### config.mk
export PLATFORM = sky130hd
export DESIGN_NAME = digipot_ctrl
export DESIGN_NICKNAME = d
export VERILOG_FILES = /design/src/rtl/digipot_ctrl_pkg.sv /design/src/rtl/digipot_sync.sv /design/src/rtl/digipot_edge.sv /design/src/rtl/digipot_shifter.sv /design/src/rtl/digipot_latch.sv /design/src/rtl/digipot_switch.sv /design/src/rtl/digipot_ctrl.sv
export SDC_FILE = /design/constraint.sdc
export NUM_CORES = 1
export LEC_CHECK = 0
export CAP_MARGIN = 25
export CORE_MARGIN = 2
export CORE_UTILIZATION = 52
export DETAILED_ROUTE_END_ITERATION = 7
export MAX_ROUTING_LAYER = met4
export PLACE_DENSITY = 0.84
export SLEW_MARGIN = 30
export SYNTH_ARGS = -nofsm -noshare
export SYNTH_HDL_FRONTEND = slang
export SYNTH_SLANG_ARGS = --single-unit
### constraint.sdc
create_clock -name clk -period 1.75 [get_ports clk]
set_input_delay 0.35 -clock clk [delete_from_list [all_inputs] [get_ports clk]]
set_output_delay 0.35 -clock clk [all_outputs]
set_load 0.005 [all_outputs]
### src/rtl/digipot_ctrl_pkg.sv
// Package: shared constants and the bundle type for the serial pins.
package digipot_ctrl_pkg;

    // Default wiper code width; 7 bits give 128 taps.
    localparam int unsigned DEF_CODE_W = 7;

    // Asynchronous pins, sampled together so their relative timing is kept.
    typedef struct packed {
        logic standby_n;
        logic cs_n;
        logic sclk;
        logic sdi;
    } pin_bundle_t;

    // Idle pin levels loaded into the synchronizer during reset.
    localparam pin_bundle_t PINS_IDLE = '{standby_n: 1'b1, cs_n: 1'b1, sclk: 1'b0, sdi: 1'b0};

    // Midscale code for a given width: only the top bit set.
    function automatic logic [31:0] midscale(input int unsigned w);
        return 32'd1 << (w - 1);
    endfunction

endpackage

### src/rtl/digipot_sync.sv
// Module: multi-stage synchronizer for a vector of asynchronous pins.
// Assumes: every bit may change at any time; the output lags by STAGES clocks.
module digipot_sync #(
    parameter int unsigned W       = 4,
    parameter int unsigned STAGES  = 2,
    parameter logic [W-1:0] RST_VAL = '0
) (
    input  logic         clk,
    input  logic         rst_n,
    input  logic [W-1:0] din,
    output logic [W-1:0] dout
);

    logic [W-1:0] stg [STAGES];

    // First stage captures the raw pins.
    always_ff @(posedge clk) begin
        if (!rst_n) stg[0] <= RST_VAL;
        else        stg[0] <= din;
    end

    // Each later stage follows the one before it.
    for (genvar i = 1; i < STAGES; i++) begin : g_stage
        always_ff @(posedge clk) begin
            if (!rst_n) stg[i] <= RST_VAL;
            else        stg[i] <= stg[i-1];
        end
    end

    assign dout = stg[STAGES-1];

endmodule

### src/rtl/digipot_edge.sv
// Module: single-edge detector on a synchronized level.
// Assumes: the input is already synchronous to clk; IDLE is the level after reset.
module digipot_edge #(
    parameter bit RISING = 1'b1,
    parameter bit IDLE   = 1'b0
) (
    input  logic clk,
    input  logic rst_n,
    input  logic level,
    output logic pulse
);

    logic prev;

    // Keep the previous level to compare against.
    always_ff @(posedge clk) begin
        if (!rst_n) prev <= IDLE;
        else        prev <= level;
    end

    if (RISING) begin : g_rise
        assign pulse = level & ~prev;
    end else begin : g_fall
        assign pulse = ~level & prev;
    end

endmodule

### src/rtl/digipot_shifter.sv
// Module: serial-in shift register with a far-end serial output for chaining.
// Assumes: shift_en and out_en are single-cycle pulses and never fire together.
module digipot_shifter #(
    parameter int unsigned W = 7
) (
    input  logic         clk,
    input  logic         rst_n,
    input  logic         shift_en,
    input  logic         out_en,
    input  logic         din,
    output logic [W-1:0] q,
    output logic         sdo
);

    // Move the register one place toward the top and take the new bit at bit 0.
    always_ff @(posedge clk) begin
        if (!rst_n)        q <= '0;
        else if (shift_en) q <= {q[W-2:0], din};
    end

    // Show the top stage on the serial output after a falling clock edge.
    always_ff @(posedge clk) begin
        if (!rst_n)      sdo <= 1'b0;
        else if (out_en) sdo <= q[W-1];
    end

endmodule

### src/rtl/digipot_latch.sv
// Module: wiper code latch, preset to midscale by reset.
// Assumes: load is a single-cycle pulse; reset has priority over load.
module digipot_latch #(
    parameter int unsigned W = 7
) (
    input  logic         clk,
    input  logic         rst_n,
    input  logic         load,
    input  logic [W-1:0] d,
    output logic [W-1:0] q
);

    localparam logic [W-1:0] MID = W'(digipot_ctrl_pkg::midscale(W));

    // Hold the tap code; reset wins over a simultaneous load.
    always_ff @(posedge clk) begin
        if (!rst_n)    q <= MID;
        else if (load) q <= d;
    end

endmodule

### src/rtl/digipot_switch.sv
// Module: registered analog switch controls for standby.
// Assumes: standby_n is synchronized; outputs lag it by one clock.
module digipot_switch (
    input  logic clk,
    input  logic rst_n,
    input  logic standby_n,
    output logic a_open,
    output logic w_to_b
);

    // In standby, open terminal A and short the wiper to B.
    always_ff @(posedge clk) begin
        if (!rst_n) begin
            a_open <= 1'b0;
            w_to_b <= 1'b0;
        end else begin
            a_open <= ~standby_n;
            w_to_b <= ~standby_n;
        end
    end

endmodule

### src/rtl/digipot_ctrl.sv
// Module: top of the wiper position controller.
// Assumes: each sclk phase lasts at least SYNC_STAGES + 2 clk cycles; SPI mode 0, MSB first.
module digipot_ctrl #(
    parameter int unsigned CODE_W      = digipot_ctrl_pkg::DEF_CODE_W,
    parameter int unsigned SYNC_STAGES = 2
) (
    input  logic              clk,
    input  logic              rst_n,
    input  logic              cs_n,
    input  logic              sclk,
    input  logic              sdi,
    input  logic              standby_n,
    output logic              sdo,
    output logic [CODE_W-1:0] wiper_code,
    output logic              term_a_open,
    output logic              wiper_to_b
);

    import digipot_ctrl_pkg::*;

    pin_bundle_t pins_raw, pins_s;
    logic        sclk_rise, sclk_fall, cs_rise;
    logic [CODE_W-1:0] shift_q;

    assign pins_raw = '{standby_n: standby_n, cs_n: cs_n, sclk: sclk, sdi: sdi};

    digipot_sync #(
        .W       ($bits(pin_bundle_t)),
        .STAGES  (SYNC_STAGES),
        .RST_VAL (PINS_IDLE)
    ) u_sync (
        .clk   (clk),
        .rst_n (rst_n),
        .din   (pins_raw),
        .dout  (pins_s)
    );

    digipot_edge #(.RISING(1'b1), .IDLE(1'b0)) u_sclk_rise (
        .clk(clk), .rst_n(rst_n), .level(pins_s.sclk), .pulse(sclk_rise)
    );

    digipot_edge #(.RISING(1'b0), .IDLE(1'b0)) u_sclk_fall (
        .clk(clk), .rst_n(rst_n), .level(pins_s.sclk), .pulse(sclk_fall)
    );

    digipot_edge #(.RISING(1'b1), .IDLE(1'b1)) u_cs_rise (
        .clk(clk), .rst_n(rst_n), .level(pins_s.cs_n), .pulse(cs_rise)
    );

    digipot_shifter #(.W(CODE_W)) u_shift (
        .clk      (clk),
        .rst_n    (rst_n),
        .shift_en (sclk_rise & ~pins_s.cs_n),
        .out_en   (sclk_fall & ~pins_s.cs_n),
        .din      (pins_s.sdi),
        .q        (shift_q),
        .sdo      (sdo)
    );

    digipot_latch #(.W(CODE_W)) u_latch (
        .clk   (clk),
        .rst_n (rst_n),
        .load  (cs_rise),
        .d     (shift_q),
        .q     (wiper_code)
    );

    digipot_switch u_switch (
        .clk       (clk),
        .rst_n     (rst_n),
        .standby_n (pins_s.standby_n),
        .a_open    (term_a_open),
        .w_to_b    (wiper_to_b)
    );

endmodule

==> results of run 1 <==
[path summary, 6_finish.rpt]
| path | start | slack, ns | to | cells after the start |
|---|---|---|---|---|
| hold reg to reg | u_sync.stg[1][3] | 0.40 | u_switch.a_open | 1 |
| setup reg to reg | u_sync.stg[1][2] | 0.58 | u_shift.q[4] | 3 |
| hold / removal | u_sync.stg[1][3] | 0.40 | u_switch.a_open | 1 |
| setup / recovery | u_latch.q[3] | 0.24 | wiper_code[3] | 1 |
[power groups by stage]
stage / logic (mW) / clock network [mW] / registers (mW)
after floorplan: 0.0244 / 0 / 0.620
after global placement: 0.0402 / 0 / 0.620
after detailed placement: 0.0409 / 0 / 0.621
after CTS: 0.0412 / 0.409 / 0.608
after global routing: 0.0444 / 0.424 / 0.609
final: 0.0404 / 0.399 / 0.608
[kinds of logic after synthesis]
group | after synthesis | share of synthesized area
compound gates | 7 | 0.03966
buf+inv | 6 | 0.04532
flops | 26 | 0.5892
mux | 8 | 0.09066
simple gates | 36 | 0.2351
[layer usage]
metal / GRT usage / wire length, um / up-vias
met1: 0.1688 / 610 / 254
met2: 0.2171 / 594 / 12
met3: 0.02400 / 46 / 2
met5: - / 0 / -
li1: - / - / 298
met4: 0.05294 / 5 / 0
[area by class of cell]
class / instances / area share
multi-input combinational: 51 / 0.3007
sequential: 26 / 0.4848
tap: 16 / 0.01865
timing repair buffer: 16 / 0.1469
clock buffer: 3 / 0.02098
clock inverter: 1 / 0.02797
[state kept, by name (all words and copies together) (netlist names)]
name              flops
u_shift.sdo           1
u_cs_rise.prev        1
u_sclk_fall.prev      1
u_switch.a_open       1
u_sync.stg            8
u_shift.q             7
u_latch.q             7
[cells in the final DEF (no fill, tap or decap)]
| master | Yosys | routed |
|---|---|---|
| and2_1 | 5 | 5 |
| o21ai_0 | 7 | 7 |
| nor2b_1 | 7 | 7 |
| buf_4 | 2 | 1 |
| bufinv_16 | 0 | 1 |
| dfxtp_1 | 26 | 26 |
| nand2_1 | 9 | 9 |
| mux2i_1 | 8 | 8 |
| nand3_1 | 7 | 7 |
| nor3b_1 | 1 | 1 |
| nor3b_4 | 1 | 1 |
| clkdlybuf4s50_1 | 0 | 15 |
| nand2b_1 | 6 | 6 |
| clkbuf_4 | 0 | 3 |
==> results.cfg, run 1 <==
[run_status]
outcome = finished clean

[pwr]
finalPower_mw = 1.048
power_switching_mw = 0.1883
p_per_area_mw_per_mm2 = 975.9
max-vdd-ir-drop_mv = 0.5834
power_frac_comb = 0.039
power_frac_clock = 0.381
power_frac_seq = 0.580
p_sw_frac = 0.1798
intPower_mw = 0.8593
leakagePower_nw = 0.4234

[placement]
postPlaceCellArea_sq_mm = 0.001021
gp_congestion = 0.7036
dp_slack_ns = 0.2827
place_inst = 109
numPortBuffers = 15
hpwl_um = 852.8

[sta]
finalHoldViolCount = 0
skew_ns = 0.002014
layout_worst_path_cycle_share = 0.8656
fin_tns_setup_ns = 0
timing.max_slew.rel_slack = 0.6835
slew_violations = 0
finalSetupViolations = 0
max_clock_freq_ghz = 0.6601
fin_crit_ns = 1.515
worstMarginPinSlew_ns = 0.4742
rsz0062_at_grt = false
hold_slack_ns = 0.3960
setup_ws_ns = 0.2351

[global_route]
antenna_found_initial = 0
grt_pass1_wl_um = 1966
grt_start_max_net_pins = 34
grt_usage = 0.1354
grt_pass1_vias = 488
grt-ovfl-total = 0

[cells_and_area]
fillers = 117
final_cell_area_sq_mm = 0.001074
seqCellArea_sq_um = 520.5
fin_nets = 104
multi_input_area_sq_um = 322.8
final_core_util = 0.6964
diodes = 0
layout-drive-gt1-share = 0.06186
area_growth_pct = 21.53
final_cells = 113

[clocking]
cts_made_buffers = 3
clockRootBuffer = clkbuf_4
cts_resized = 0
clk_pin_slew_ns = 0.13
postCtsHoldBufs = 0
htreeDepth = 1
post-cts-setup-buffers = 0
cts_max_path_buffers = 2
cts_tree = done
insertion_delay_ns = 0.31
cts.sinks = 26

[yosys]
syn_nets = 89
synthCells = 83
synth_warnings = 0
ys_types = 14
syn_avg_cell_area_sq_um = 10.64
synth_most_common_cell = dfxtp_1
synth_edf_count = 0
synth_seq_cells = 26
synth_area_leaders = dfxtp_1 (59%), mux2i_1 (9.1%), nor2b_1 (5.0%)
syn-cell-area_sq_um = 883.3
yosysTopAreaCell = dfxtp_1
synth.top_cells.by_count = dfxtp_1 (26), nand2_1 (9), mux2i_1 (8)
synth_ff_type = dfxtp_1
ys_seq_area_frac = 0.5892
synth_async_sr_flop_share = 0
yosysTopAreaCellShare = 0.5892

[die]
coreArea_sq_mm = 0.001541
num_rows = 14
num_io_pins = 16
start_util = 0.5731
die_w_um = 45.22
dieArea_sq_mm = 0.002044
die_h_um = 45.22

[routing]
routedWlPerCell_um = 11.12
remaining_drc_errors = 0
totalWireLength_um = 1256
firstDrtPassIters = 4
antenna_left = 0
avgViaCountPerCell = 5.009
drt-initial-drc-count = 9
vias = 566

[critical_path]
arrival_ns = 1.16
worst-path-buf-inv = 1
crit_fanout = 2
crit_required_ns = 1.40
crit_type = reg -> out
max_stage_delay_ns = 0.50
cp-end-kind = output pin
cp_slowest_cell = clkdlybuf4s50_1
worstSetupStartpointType = register
cpLargestDelayFamily = buffers and inverters
cp_cell_sequence = clkdlybuf4s50_1

[min_path]
hold_class = reg -> reg

[run]
max_cap_violations = 0
No activity file was read; power rests on OpenSTA's default activity.
==> run 2: changes to the inputs <==
--- a/config.mk
+++ b/config.mk
@@ -8,10 +8,11 @@
 export CAP_MARGIN = 25
 export CORE_MARGIN = 2
 export CORE_UTILIZATION = 52
+export CTS_CLUSTER_DIAMETER = 120
 export DETAILED_ROUTE_END_ITERATION = 7
 export MAX_ROUTING_LAYER = met4
 export PLACE_DENSITY = 0.84
-export SLEW_MARGIN = 30
+export SLEW_MARGIN = 20
 export SYNTH_ARGS = -nofsm -noshare
 export SYNTH_HDL_FRONTEND = slang
 export SYNTH_SLANG_ARGS = --single-unit
==> results of run 2 <==
Same layout as run 1: the final DEF is identical, and so are final timing and power.
==> run 3: changes to the inputs <==
--- a/config.mk
+++ b/config.mk
@@ -5,8 +5,9 @@
 export SDC_FILE = /design/constraint.sdc
 export NUM_CORES = 1
 export LEC_CHECK = 0
+export ABC_CLOCK_PERIOD_IN_PS = 1750
 export CAP_MARGIN = 25
-export CORE_MARGIN = 2
+export CORE_MARGIN = 5
 export CORE_UTILIZATION = 52
 export CTS_CLUSTER_DIAMETER = 120
 export DETAILED_ROUTE_END_ITERATION = 7
==> run 3 against run 2 <==
  * Die area increased by 28%
  * Sequential share of layout area increased by 0.17 points
  * Combinational power increased by 8.2%
  * Final area decreased by 0.35%
  * Non-clock buffer count unchanged
  * Clock power decreased by 29%
  * Register-to-register slack improved by 0.06 ns
  * Largest cell class unchanged
  * Largest power group unchanged
  * Highest routed layer unchanged
==> results.cfg, run 3 (synthesis gave the netlist of run 1 again) <==
[routing]
antenna_left = 0
totalWireLength_um = 1145
vias = 557
firstDrtPassIters = 4
routedWlPerCell_um = 10.13
drt-initial-drc-count = 7
avgViaCountPerCell = 4.929
remaining_drc_errors = 0

[global_route]
grt_usage = 0.09673
grt-ovfl-total = 0
grt_pass1_wl_um = 1876
antenna_found_initial = 0
grt_start_max_net_pins = 34
grt_pass1_vias = 454

[clocking]
cts.sinks = 26
htreeDepth = 1
cts_max_path_buffers = 2
clk_pin_slew_ns = 0.13
cts_resized = 0
postCtsHoldBufs = 0
cts_tree = done
clockRootBuffer = clkbuf_4
insertion_delay_ns = 0.31
post-cts-setup-buffers = 0
cts_made_buffers = 3

[cells_and_area]
reg_top3 = u_sync.stg: 8 flops, u_latch.q: 7 flops, u_shift.q: 7 flops
fillers = 119
diodes = 0
final_cells = 113
final_cell_area_sq_mm = 0.001070
mostFrequentLayoutCells = dfxtp_1 (26), clkdlybuf4s50_1 (15), nand2_1 (9)
fin_nets = 104
seqCellArea_sq_um = 520.5
final_common_cell = dfxtp_1
top_register = u_sync.stg
area_growth_pct = 21.11
largest_reg_flops = 8
layout-drive-gt1-share = 0.06186
final_core_util = 0.6862
multi_input_area_sq_um = 322.8

[critical_path]
max_stage_delay_ns = 0.51
cpLargestDelayFamily = buffers and inverters
crit_type = reg -> out
cp_slowest_cell = clkdlybuf4s50_1
worstSetupStartpointType = register
cp_cell_sequence = clkdlybuf4s50_1
crit_cells = 1
crit_required_ns = 1.40
rr_worst_depth = 3
worst-path-buf-inv = 1
arrival_ns = 1.18
cp-end-kind = output pin
rrSetupSlack_ns = 0.64
crit_fanout = 2

[placement]
place_inst = 109
hpwl_um = 814.9
numPortBuffers = 15
gp_congestion = 0.7158
dp_slack_ns = 0.4271
postPlaceCellArea_sq_mm = 0.001033

[sta]
skew_ns = 0.006705
finalSetupViolations = 0
finalHoldViolCount = 0
timing.max_slew.rel_slack = 0.7056
setup_ws_ns = 0.2202
rsz0062_at_grt = false
fin_tns_setup_ns = 0
layout_worst_path_cycle_share = 0.8741
worstMarginPinSlew_ns = 0.4411
max_clock_freq_ghz = 0.6537
fin_crit_ns = 1.530
slew_violations = 0

[pwr]
leakagePower_nw = 0.4211
max-vdd-ir-drop_mv = 0.6351
p_per_area_mw_per_mm2 = 874.5

[die]
dieArea_sq_mm = 0.002623
num_rows = 14
die_w_um = 51.22
die_h_um = 51.22
num_io_pins = 16
coreArea_sq_mm = 0.001559
start_util = 0.5666

[min_path]
hold_class = reg -> reg
hold_path_depth = 1

[run_status]
outcome = finished clean

[run]
max_cap_violations = 0
==> run 3: changes by cell type in the layout (fill, tap and decap cells not counted) <==
cell,delta
buf_12,+1
buf_4,-1
bufinv_16,-1
clkbuf_8,+1
==> run 3: metrics by stage <==
step | power, mW | hold slack (ns)
after global routing | 0.9785 | 0.4300
after floorplan | 0.6445 | 0.3674
after detailed placement | 0.6656 | 0.3858
after CTS | 0.9413 | 0.4037
final | 0.9356 | 0.3985
after global placement | 0.6641 | 0.3707
==> run 3: final timing paths <==
kind                    start         endpoint
max reg2reg  u_sync.stg[1][2]     u_shift.q[0]
min reg2reg  u_sync.stg[1][3]  u_switch.a_open
min          u_sync.stg[1][3]  u_switch.a_open
max              u_latch.q[6]    wiper_code[6]
==> run 3: where the power goes <==
| group | total [mW] | switching [mW] | internal, mW | leakage, nW |
|---|---|---|---|---|
| logic | 0.0437 | 0.0159 | 0.0279 | 0.188 |
| registers | 0.608 | 0.00465 | 0.603 | 0.212 |
| clock network | 0.284 | 0.157 | 0.127 | 0.0210 |
==> run 3: final cells by class <==
type | count | share of cell area
clock buffers | 4 | 0.03392
multi-input cells | 51 | 0.3018
repair buffers | 16 | 0.1591
well taps | 16 | 0.01871
flip-flops and latches | 26 | 0.4865
==> run 3: routing by layer <==
layer,vias to the layer above,share of wire,track usage
met1,241,0.44,0.1175
met3,2,0.078,0.02616
met4,0,0.0087,0.03930
met2,16,0.47,0.1524
li1,298,-,-
met5,-,0,-
